==> config.mk <==
export PLATFORM = sky130hd
export DESIGN_NAME = cs_segment_decoder
export DESIGN_NICKNAME = d
export VERILOG_FILES = /design/src/rtl/segdec_pkg.sv /design/src/rtl/segdec_check.sv /design/src/rtl/segdec_match.sv /design/src/rtl/cs_segment_decoder.sv
export SDC_FILE = /design/constraint.sdc
export NUM_CORES = 1
export LEC_CHECK = 0
export ABC_CLOCK_PERIOD_IN_PS = 7410
export BUFFER_PORTS_ARGS = -buffer_cell sky130_fd_sc_hd__buf_2
export CAP_MARGIN = 10
export CELL_PAD_IN_SITES_DETAIL_PLACEMENT = 0
export CELL_PAD_IN_SITES_GLOBAL_PLACEMENT = 1
export CORE_AREA = 2 2 162 164
export DETAILED_ROUTE_END_ITERATION = 8
export DIE_AREA = 0 0 164 166
export GPL_TIMING_DRIVEN = 0
export PLACE_DENSITY = 0.93
export SLEW_MARGIN = 10
export SYNTH_ARGS = -nofsm -noshare
export SYNTH_HDL_FRONTEND = slang
export SYNTH_SLANG_ARGS = --single-unit
==> constraint.sdc <==
create_clock -name clk -period 7.41 [get_ports clk]
set_input_delay 1.1115 -clock clk [delete_from_list [all_inputs] [get_ports clk]]
set_output_delay 1.1115 -clock clk [all_outputs]
set_load 0.02 [all_outputs]
==> src/rtl/segdec_pkg.sv <==
package segdec_pkg;

   // Register layout: upper byte is the end unit, next byte the start unit.
   localparam int FIELD_W = 8;
   localparam int WORD_W  = 32;
   localparam int HALF_W  = 16;

   typedef struct packed {
      logic [FIELD_W-1:0] hi_u;   // one past last unit
      logic [FIELD_W-1:0] lo_u;   // first unit
   } seg_fld_t;

   function automatic logic [FIELD_W-1:0] span_units(input seg_fld_t f);
      return (f.hi_u > f.lo_u) ? (f.hi_u - f.lo_u) : '0;
   endfunction

endpackage

==> src/rtl/segdec_check.sv <==
module segdec_check
   import segdec_pkg::*;
#(
   parameter int NUM_CS  = 5,
   parameter int IDX_W   = 3,
   parameter int BASE_U  = 64,
   parameter int LIMIT_U = 96
) (
   input  logic [IDX_W-1:0] idx,
   input  seg_fld_t         wr_fld,
   input  seg_fld_t         cur_fld [NUM_CS],
   output seg_fld_t         new_fld,
   output logic             bad_window,
   output logic             bad_align,
   output logic             overlaps
);

   logic [FIELD_W-1:0] n_sz;

   // chip select 0 keeps its start pinned to the window base
   always_comb begin
      new_fld.hi_u = wr_fld.hi_u;
      new_fld.lo_u = (idx == '0) ? FIELD_W'(BASE_U) : wr_fld.lo_u;
   end

   always_comb begin
      n_sz       = span_units(new_fld);
      bad_window = ({1'b0, new_fld.hi_u} <= 9'(BASE_U)) ||
                   ({1'b0, new_fld.lo_u} >= 9'(LIMIT_U));
      bad_align  = (n_sz != '0) && ((new_fld.lo_u % n_sz) != '0);
   end

   always_comb begin
      overlaps = 1'b0;
      for (int i = 0; i < NUM_CS; i++) begin
         if (i != int'(idx) && n_sz != '0 && span_units(cur_fld[i]) != '0 &&
             new_fld.lo_u < cur_fld[i].hi_u && cur_fld[i].lo_u < new_fld.hi_u)
            overlaps = 1'b1;
      end
   end

endmodule

==> src/rtl/segdec_match.sv <==
module segdec_match
   import segdec_pkg::*;
#(
   parameter int NUM_CS = 5,
   parameter int IDX_W  = 3,
   parameter int ADDR_W = 32,
   parameter int SHIFT  = 23
) (
   input  logic [ADDR_W-1:0] addr,
   input  seg_fld_t          fld [NUM_CS],
   output logic              hit,
   output logic [IDX_W-1:0]  cs,
   output logic [ADDR_W-1:0] offset
);

   localparam int UW = ADDR_W - SHIFT;

   logic [UW-1:0]     unit;
   logic [NUM_CS-1:0] in_seg;
   logic [ADDR_W-1:0] seg_base [NUM_CS];

   assign unit = addr[ADDR_W-1:SHIFT];

   for (genvar g = 0; g < NUM_CS; g++) begin : g_cmp
      assign seg_base[g] = ADDR_W'(fld[g].lo_u) << SHIFT;
      assign in_seg[g]   = (unit >= UW'(fld[g].lo_u)) && (unit < UW'(fld[g].hi_u));
   end

   // scan from the top so the lowest index is the last to claim
   always_comb begin
      hit    = 1'b0;
      cs     = '0;
      offset = '0;
      for (int i = NUM_CS - 1; i >= 0; i--) begin
         if (in_seg[i]) begin
            hit    = 1'b1;
            cs     = IDX_W'(i);
            offset = addr - seg_base[i];
         end
      end
   end

endmodule

==> src/rtl/cs_segment_decoder.sv <==
module cs_segment_decoder
   import segdec_pkg::*;
#(
   parameter int          NUM_CS      = 5,
   parameter int          IDX_W       = (NUM_CS > 1) ? $clog2(NUM_CS) : 1,
   parameter int          ADDR_W      = 32,
   parameter int          UNIT_SHIFT  = 23,
   parameter logic [31:0] WIN_BASE    = 32'h2000_0000,
   parameter logic [31:0] WIN_SIZE    = 32'h1000_0000,
   parameter int          FIRST_UNITS = 8,
   parameter int          REST_UNITS  = 4
) (
   input  logic              clk,
   input  logic              rst_n,
   input  logic              reg_wr,
   input  logic [IDX_W-1:0]  reg_idx,
   input  logic [31:0]       reg_wdata,
   output logic [31:0]       reg_rdata,
   input  logic              acc_valid,
   input  logic [ADDR_W-1:0] acc_addr,
   output logic              dec_hit,
   output logic [IDX_W-1:0]  dec_cs,
   output logic [ADDR_W-1:0] dec_offset,
   output logic              err_window,
   output logic              err_align,
   output logic              err_overlap,
   output logic              err_miss
);

   localparam int BASE_U  = int'(WIN_BASE >> UNIT_SHIFT);
   localparam int LIMIT_U = int'((WIN_BASE + WIN_SIZE) >> UNIT_SHIFT);
   localparam int LAST_U  = BASE_U + FIRST_UNITS + (NUM_CS - 1) * REST_UNITS;

   // elaboration-time parameter checks
   if (ADDR_W - UNIT_SHIFT < FIELD_W) begin : g_bad_shift
      $error("address above the unit shift must cover the 8-bit fields");
   end
   if ((WIN_BASE & ((32'd1 << UNIT_SHIFT) - 32'd1)) != 32'd0) begin : g_bad_base
      $error("window base must sit on a unit boundary");
   end
   if (LIMIT_U > 256) begin : g_bad_limit
      $error("window top exceeds the 8-bit unit fields");
   end
   if (LAST_U > LIMIT_U) begin : g_bad_defaults
      $error("default layout does not fit the window");
   end
   if (IDX_W < 1 || (1 << IDX_W) < NUM_CS) begin : g_bad_idx
      $error("IDX_W too narrow for NUM_CS");
   end

   seg_fld_t seg_q [NUM_CS];
   seg_fld_t cur_fld;
   seg_fld_t new_fld;
   logic     idx_ok, upd, chk_window, chk_align, chk_ovl;

   assign idx_ok = int'(reg_idx) < NUM_CS;

   always_comb begin
      cur_fld = '0;
      for (int i = 0; i < NUM_CS; i++)
         if (int'(reg_idx) == i) cur_fld = seg_q[i];
   end

   assign reg_rdata = idx_ok ? {cur_fld, 16'h0000} : 32'h0;
   assign upd       = reg_wr && idx_ok && (reg_wdata != {cur_fld, 16'h0000});

   segdec_check #(
      .NUM_CS (NUM_CS),
      .IDX_W  (IDX_W),
      .BASE_U (BASE_U),
      .LIMIT_U(LIMIT_U)
   ) u_check (
      .idx       (reg_idx),
      .wr_fld    (reg_wdata[31:16]),
      .cur_fld   (seg_q),
      .new_fld   (new_fld),
      .bad_window(chk_window),
      .bad_align (chk_align),
      .overlaps  (chk_ovl)
   );

   for (genvar g = 0; g < NUM_CS; g++) begin : g_seg
      localparam int D_LO = BASE_U + ((g == 0) ? 0 : FIRST_UNITS + (g - 1) * REST_UNITS);
      localparam int D_HI = D_LO + ((g == 0) ? FIRST_UNITS : REST_UNITS);

      always_ff @(posedge clk or negedge rst_n) begin
         if (!rst_n)
            seg_q[g] <= '{hi_u: FIELD_W'(D_HI), lo_u: FIELD_W'(D_LO)};
         else if (upd && reg_idx == IDX_W'(g) && !chk_window)
            seg_q[g] <= new_fld;
      end

      p_reject_hold_r4: assert property (@(posedge clk) disable iff (!rst_n)
         (reg_wr && reg_idx == IDX_W'(g) && chk_window) |=> $stable(seg_q[g]))
         else $error("refused write changed segment %0d", g);

      p_same_hold_r7: assert property (@(posedge clk) disable iff (!rst_n)
         (reg_wr && reg_idx == IDX_W'(g) && reg_wdata == {seg_q[g], 16'h0000})
         |=> $stable(seg_q[g]))
         else $error("identical write changed segment %0d", g);
   end

   always_ff @(posedge clk or negedge rst_n) begin
      if (!rst_n) begin
         err_window  <= 1'b0;
         err_align   <= 1'b0;
         err_overlap <= 1'b0;
         err_miss    <= 1'b0;
      end else begin
         if (upd && chk_window)              err_window  <= 1'b1;
         if (upd && !chk_window && chk_align) err_align   <= 1'b1;
         if (upd && !chk_window && chk_ovl)   err_overlap <= 1'b1;
         if (acc_valid && !dec_hit)          err_miss    <= 1'b1;
      end
   end

   segdec_match #(
      .NUM_CS(NUM_CS),
      .IDX_W (IDX_W),
      .ADDR_W(ADDR_W),
      .SHIFT (UNIT_SHIFT)
   ) u_match (
      .addr  (acc_addr),
      .fld   (seg_q),
      .hit   (dec_hit),
      .cs    (dec_cs),
      .offset(dec_offset)
   );

   p_cs0_base_r3: assert property (@(posedge clk) disable iff (!rst_n)
      seg_q[0].lo_u == FIELD_W'(BASE_U))
      else $error("chip select 0 start left the window base");

   p_miss_flag_r10: assert property (@(posedge clk) disable iff (!rst_n)
      (acc_valid && !dec_hit) |=> err_miss)
      else $error("missed access did not raise err_miss");

   p_window_sticky_r4: assert property (@(posedge clk) disable iff (!rst_n)
      err_window |=> err_window)
      else $error("err_window dropped without reset");

   p_miss_quiet_r10: assert property (@(posedge clk) disable iff (!rst_n)
      !dec_hit |-> (dec_cs == '0 && dec_offset == '0))
      else $error("decode outputs not cleared on a miss");

endmodule

---- Word level (Yosys, flattened, before mapping) ----
Index checks and enable logic that the tools add are counted.
storage, ports and cells
  input bits .............................. 71
  register bits after elaboration ......... 84
cells by class
  mux-type cells .......................... 33
  add/sub/neg operators ................... 11
  equal/unequal tests ..................... 13
  reduce and logical (&&, ||, !) cells .... 56
  div/mod/pow operators ................... 1
  order comparisons ....................... 29
operators with widths
  cell                number
  $mux 32             6
  $sub 32x31->32      5
  $lt 8x8->1          10
  $mux 16             5
  $mux 8              7
  $reduce_bool 8->1   7
  $gt 8x8->1          6
  $sub 8x8->8         6
  $ge 9x8->1          5
  $lt 9x8->1          5
  $logic_and 1x1->1   43
  $ne 32x32->1        1
  $mux 3              5
  $eq 3x3->1 const B  4
  $mux 1              10
  $eq 3x2->1 const B  3
  $ne 3x3->1 const A  3
  $ge 8x7->1 const B  1
  $le 8x7->1 const B  1
  $mod 8x8->8         1
  $logic_not 3->1     2
  $eq 3x1->1 const B  1
  $lt 3x3->1 const B  1
  $ne 2x3->1 const A  1
  3 further kinds     4

---- Longest topological paths before layout ----
Gate-level depths: netlist of run 1.
  word-level depth ........................ 15
  depth in mapped cells ................... 76
  mapped depth without buffers ............ 70

---- Hierarchy ----
From an unflattened synthesis of run 1, not the netlist that was laid out.
unflattened totals
  cell total of the unflattened synthesis .. 1670
  area, all modules ....................... 14132.3 µm²
by module, submodules not included
  module              area an instance (µm²)  cells each  instances  sequential area each (µm²)
  segdec_check        6118.4                  840         1          0.0
  cs_segment_decoder  4715.8                  367         1          2132.0
  segdec_match        3298.2                  463         1          0.0

---- Worst setup path before layout of run 1 ----
No wires, ideal clock.
  path kind ............................... input port to flip-flop
  from .................................... input reg_idx[1]
  to ...................................... register err_align
  data arrival time ....................... 14.976 ns
  stages on the path ...................... 74
  library setup time ...................... 0.133 ns
  slack ................................... -7.698 ns
  required time ........................... 7.277 ns
  path buffers ............................ 6
  cell sequence ........................... buf_4 > buf_6 > buf_8 > or3_1 > buf_6 > nand2_1 > inv_1 > ha_1 > fa_1 > nand2b_2 > a211oi_4 > o21a_2 > nor2_2 > nor3_1 > nand3_1 > nand2_1 > a21oi_1 > a21oi_1 > [38 not listed] > nor2_1 > o21ai_0 > a21o_1 > a21oi_1 > and2b_2 > o21ai_1 > buf_4 > o21ai_0 > fa_1 > a21o_1 > a21oi_1 > nor2b_1 > o21a_1 > or4_2 > a21oi_1 > nor2_1 > a2111oi_2 > a31oi_1
RTL lines
  element                 RTL line                   RTL
  start: declaration      cs_segment_decoder.sv:16   input logic [IDX_W-1:0] reg_idx,
  end signal: assignment  cs_segment_decoder.sv:106  err_align <= 1'b0;
  end signal: assignment  cs_segment_decoder.sv:111  if (upd && !chk_window && chk_align) err_align <= 1'b1;
  end: declaration        cs_segment_decoder.sv:25   output logic err_align,

==> results of run 1 <==
==> area by class of cell <==
class	instances	area [µm²]	share of cell area (%)
plain buffers	42	309	2.00
clock buffers	12	246	1.59
clock inverters	4	97.6	0.630
inverters	158	612	3.95
multi-input cells	1232	10300	66.6
flip-flops and latches	84	2130	13.8
well taps	335	419	2.71
repair buffers	212	1350	8.73
==> worst register-to-register path, delay by kind of cell, from the launching register on <==
kind / cells / cell delay (ps)
AND/OR/NAND/NOR: 3 / 590
buffers and inverters: 3 / 770
adder cells (fa/ha/maj): 1 / 330
AO/OA/AOI/OAI: 8 / 1800
flip-flops: 1 / 530
==> cell usage in the layout, fill, tap and decap left out, drive strengths merged, types with 6 or more instances in the layout <==
| cell | Yosys | final |
|---|---|---|
| nand4 | 26 | 26 |
| and3 | 6 | 6 |
| nor3 | 16 | 16 |
| dfrtp | 60 | 60 |
| and2 | 28 | 28 |
| a21oi | 106 | 106 |
| xor2 | 34 | 34 |
| o22ai | 12 | 12 |
| a211oi | 8 | 8 |
| buf | 31 | 240 |
| nor2 | 82 | 82 |
| o21a | 13 | 13 |
| nand2b | 39 | 39 |
| ha | 229 | 229 |
| a21boi | 14 | 14 |
| dfstp | 24 | 24 |
| o221ai | 12 | 12 |
| nor2b | 36 | 36 |
| nand3 | 15 | 15 |
| mux2 | 16 | 16 |
| nor4 | 14 | 14 |
| clkbuf | 14 | 25 |
| conb | 1 | 16 |
| mux2i | 34 | 34 |
| nand2 | 112 | 112 |
| o21bai | 16 | 16 |
| mux4 | 16 | 16 |
| fa | 12 | 12 |
| o211ai | 8 | 8 |
| xnor2 | 47 | 47 |
| inv | 155 | 153 |
| a21o | 73 | 73 |
| o21ai | 119 | 119 |
==> routing by layer <==
| layer | track usage (%) | up-vias | wire length (µm) |
|---|---|---|---|
| met5 | 0 | - | 0 |
| met4 | 18.2 | 0 | 3060 |
| met3 | 4.32 | 166 | 3390 |
| met2 | 50.6 | 593 | 20400 |
| met1 | 39.9 | 6002 | 17800 |
| li1 | - | 5881 | - |
==> final timing paths <==
kind,from,endpoint,slack [ps],cells after the start
setup / recovery,reg_idx[2],err_align,-6420,79
hold / removal,err_miss,err_miss,470,1
setup reg to reg,seg_q[49],err_miss,3330,15
hold reg to reg,err_miss,err_miss,470,1
max in group asynchronous,rst_n,seg_q[28],5900,2
min in group asynchronous,rst_n,seg_q[79],780,1
==> through the flow <==
stage	hold slack, ps	setup WS (ps)	utilization [%]	cell area (µm²)	TNS [ps]
detailed placement	465	-8350	54.1	13900	-8350
global route	496	-6770	60.4	15500	-6770
floorplan	474	-6540	-	12800	-6540
global placement	458	-8020	54.0	13800	-8020
CTS	481	-6000	58.3	14900	-6000
finish	473	-6420	60.4	15500	-6420
==> kinds of logic (layout without fill, tap and decap cells) <==
logic type	after synthesis	after routing	synth area share (%)
compound gates	430	430	22.1
xor+xnor	81	81	5.67
fa+ha+maj	241	241	24.8
buf+inv	203	428	6.94
flops	84	84	17.0
mux	66	66	7.07
other cells	1	16	0.0300
simple gates	398	398	16.3
==> sequential cells by signal, summed over array words and instances, names as in the netlist <==
signal	count
err_window	1
seg_q	80
err_overlap	1
err_miss	1
err_align	1
==> timing repair <==
| action | 4_1_cts | 5_1_grt |
|---|---|---|
| resized for setup | 65 | 56 |
| buffers inserted | 50 | 36 |
| endpoints found under the setup margin | 1 | 1 |
| pin swaps | 56 | 60 |
| cloned | 2 | 0 |
==> results.yml, run 1 <==
clock_tree:
  cts_sinks: 84
  clk_latency_ps: 350
  cts-hold-fix-buffers: 0
  path_clk_slew_ps: 60
  cts_buffers: 9
  root_buffer: "clkbuf_16"
  cts_buffer_depth: 2
  cts_tree: "built"
  h-tree-depth: 3
synthesis:
  yosysTopAreaCellShare_pct: 22.9
  yosys-top-cells-area: "ha_1, dfrtp_1, dfstp_2"
  synth_edf_count: 0
  async_reset_ff_share_pct: 100
  synth_top_cell_by_area: "ha_1"
  ys_types: 92
  synth_cells: 1504
  synth_warnings: 0
  yosysSeqAreaShare_pct: 17.0
  synth_area_um2: 12500
  syn_avg_cell_area_um2: 8.32
  synth.most_common_cell: "ha_1"
  synth_seq_cells: 84
  synthTopCellsByCount: "ha_1, inv_1, o21ai_0"
  synth-main-ff-cell: "dfrtp_1"
run_status:
  status: "finished, violations left"
  violations: "setup timing"
drt:
  drt_iter0_drc: 1070
  antenna_left: 0
  vias: 12642
  viasPerCell: 6.08
  wl_per_cell_um: 21.4
  dr.pass1.iters: 7
  postRouteWirelength_mm: 44.6
  route.detailed.drc: 0
global_route:
  antenna_found_initial: 0
  gr-total-overflow: 0
  first_global_vias: 12019
  grtUsageTotal_pct: 31.3
  grt_max_degree: 47
  grt_pass1_wl_mm: 65.5
worst_setup_path:
  slowest_stage: "or3_4"
  cpMostUsedCell: "buf_4"
  cp_data_arrival_time_ps: 14050
  critPathBufInv: 16
  path_max_fanout: 5
  cp-end-kind: "register"
  path_class: "primary input to register"
  crit_family: "compound AO/OA/AOI/OAI gates"
  cpPeakStageDelay_ps: 410
  startpoint_type: "primary input"
  worstPathRequired_ps: 7630
timing:
  fin_ws_ps: -6420
  skew_ps: 5.63
  rsz0062_at_grt: "true"
  drv_slew: 0
  finalSetupViolations: 1
  max_slew_margin_pct: 29.5
  worst_pin_slew_ps: 1050
  min_period_ps: 13830
  finalCritPeriodShare_pct: 187
  fmax_ghz: 0.0723
  finalHoldViolations: 0
floorplan:
  dieWidth_um: 164
  die-area_um2: 27200
  dieHeight_um: 166
  start_util_pct: 48.9
  fp.coreArea_um2: 25600
  fp-row-count: 59
  io_pins: 143
cells_and_area:
  area_delta_synth_final_pct: 23.7
  fin_nets: 2051
  stdcell_count: 2079
  nFillCells: 2189
  diodes: 0
  drive_above_1_share_pct: 24.7
place:
  dp_cells: 1979
  place_hpwl_mm: 33.4
  gp_congestion: 0.958
  numPortBuffers: 124
job:
  max_cap_violations: 0
min_path:
  min_path_type: "register to register"
Power of run 1 is left out: the tool's default activity adds up to more than one toggle a clock period on the data nets, which glitch-free logic cannot reach.
==> run 2: changes to the inputs <==
GPL_TIMING_DRIVEN = 1   (was 0)
SLEW_MARGIN = 20   (was 10)
==> results.yml, run 2 (synthesis results as in run 1) <==
run_status:
  status: "finished, violations left"
  violations: "setup timing"
clock_tree:
  h-tree-depth: 3
  cts_buffer_depth: 2
  cts-hold-fix-buffers: 0
  clk_latency_ps: 360
  path_clk_slew_ps: 70
  cts_buffers: 9
  root_buffer: "clkbuf_16"
  cts_sinks: 84
  cts_tree: "built"
worst_setup_path:
  worstPathRequired_ps: 7640
  cp-endpoint: "err_align"
  cpMostUsedCell: "a21oi_2"
  path_max_fanout: 7
  r2r.worst_path.cells: 13
  cpPeakStageDelay_ps: 410
  startpoint_type: "primary input"
  crit_start: "reg_idx[1]"
  worstReg2RegStart: "seg_q[49]"
  slowest_stage: "or3_4"
  cp-end-kind: "register"
  reg2reg_slack_ps: 3100
  worst_r2r_endpoint: "err_miss"
  path_class: "primary input to register"
  cp_data_arrival_time_ps: 13300
floorplan:
  fp.coreArea_um2: 25600
  dieWidth_um: 164
  io_pins: 143
  die-area_um2: 27200
  dieHeight_um: 166
  fp-row-count: 59
  start_util_pct: 48.9
cells_and_area:
  largest_reg_flops: 80
  mostFrequentLayoutCells: "ha_1, buf_4, inv_1"
  fin_util_pct: 61.0
  area_delta_synth_final_pct: 24.9
  regMostFlops: "seg_q"
  stdcell_count: 2145
  diodes: 0
  mostFrequentLayoutCell: "ha_1"
  fin_nets: 2117
  drive_above_1_share_pct: 26.9
timing:
  finalSetupViolations: 1
  worst_pin_slew_ps: 917
  drv_slew: 0
  finalHoldViolations: 0
  fmax_ghz: 0.0765
  rsz0062_at_grt: "true"
  fin_ws_ps: -5670
  max_slew_margin_pct: 38.5
  skew_ps: 13.7
  min_period_ps: 13080
  finalCritPeriodShare_pct: 176
drt:
  antenna_left: 0
  dr.pass1.iters: 7
  route.detailed.drc: 0
  postRouteWirelength_mm: 43.7
  viasPerCell: 5.92
  drt_iter0_drc: 941
  vias: 12707
  wl_per_cell_um: 20.4
place:
  gp_congestion: 0.985
  place_hpwl_mm: 35.1
  dp_cells: 2102
  numPortBuffers: 126
global_route:
  first_global_vias: 12375
  gr-total-overflow: 0
  grt_pass1_wl_mm: 66.9
  grtUsageTotal_pct: 31.9
  antenna_found_initial: 0
  grt_max_degree: 55
job:
  max_cap_violations: 0
min_path:
  min_path_type: "register to register"
==> run 2: worst min-delay path by stage <==
stage	from	to	slack [ps]	cells past startpoint
3_3_place_gp	err_miss	err_miss	460	1
2_1_floorplan	seg_q[75]	seg_q[75]	470	2
6_report	err_miss	err_miss	480	1
4_1_cts	err_miss	err_miss	480	1
3_5_place_dp	err_miss	err_miss	460	1
5_1_grt	err_miss	err_miss	510	1
==> run 2: through the flow <==
| stage | setup slack, ps | hold WS (ps) | cell area, µm² | setup TNS (ps) |
|---|---|---|---|---|
| 2_1_floorplan | -6540 | 474 | 12800 | -6540 |
| 3_3_place_gp | -5970 | 455 | 14800 | -5970 |
| 3_5_place_dp | -6320 | 462 | 14800 | -6320 |
| 4_1_cts | -5580 | 481 | 15400 | -5580 |
| 5_1_grt | -6320 | 513 | 15600 | -6320 |
| 6_report | -5670 | 476 | 15600 | -5670 |
==> run 2: final cells by class <==
class                      instances  area, µm²
fill                            2238       9980
clock buffer                       9        225
timing repair buffer             320       2140
sequential                        84       2130
tap                              335        419
inverter                         158        596
multi-input combinational       1232      10000
clock inverter                     7       78.8
==> run 2: per-layer routing <==
| layer | up-vias | track usage (%) | share of wire [%] |
|---|---|---|---|
| li1 | 5998 | - | - |
| met1 | 6048 | 39.3 | 40 |
| met2 | 526 | 51.7 | 46 |
| met3 | 135 | 5.24 | 7.5 |
| met4 | 0 | 19.8 | 7.1 |
| met5 | - | 0 | 0 |
==> run 2: critical path, delay by kind of cell <==
family,cells,cell delay (ps)
compound gates,34,5480
fa+ha+maj,10,2580
buf+inv,7,800
mux,3,560
simple gates,18,2740
==> run 2: what timing repair did <==
action                                  CTS  global route
endpoints found under the setup margin    1             1
cloned                                    0             0
resized for setup                        35            26
buffers inserted                         21             7
pin swaps                                56            50
Power of run 2 is left out for the same reason.
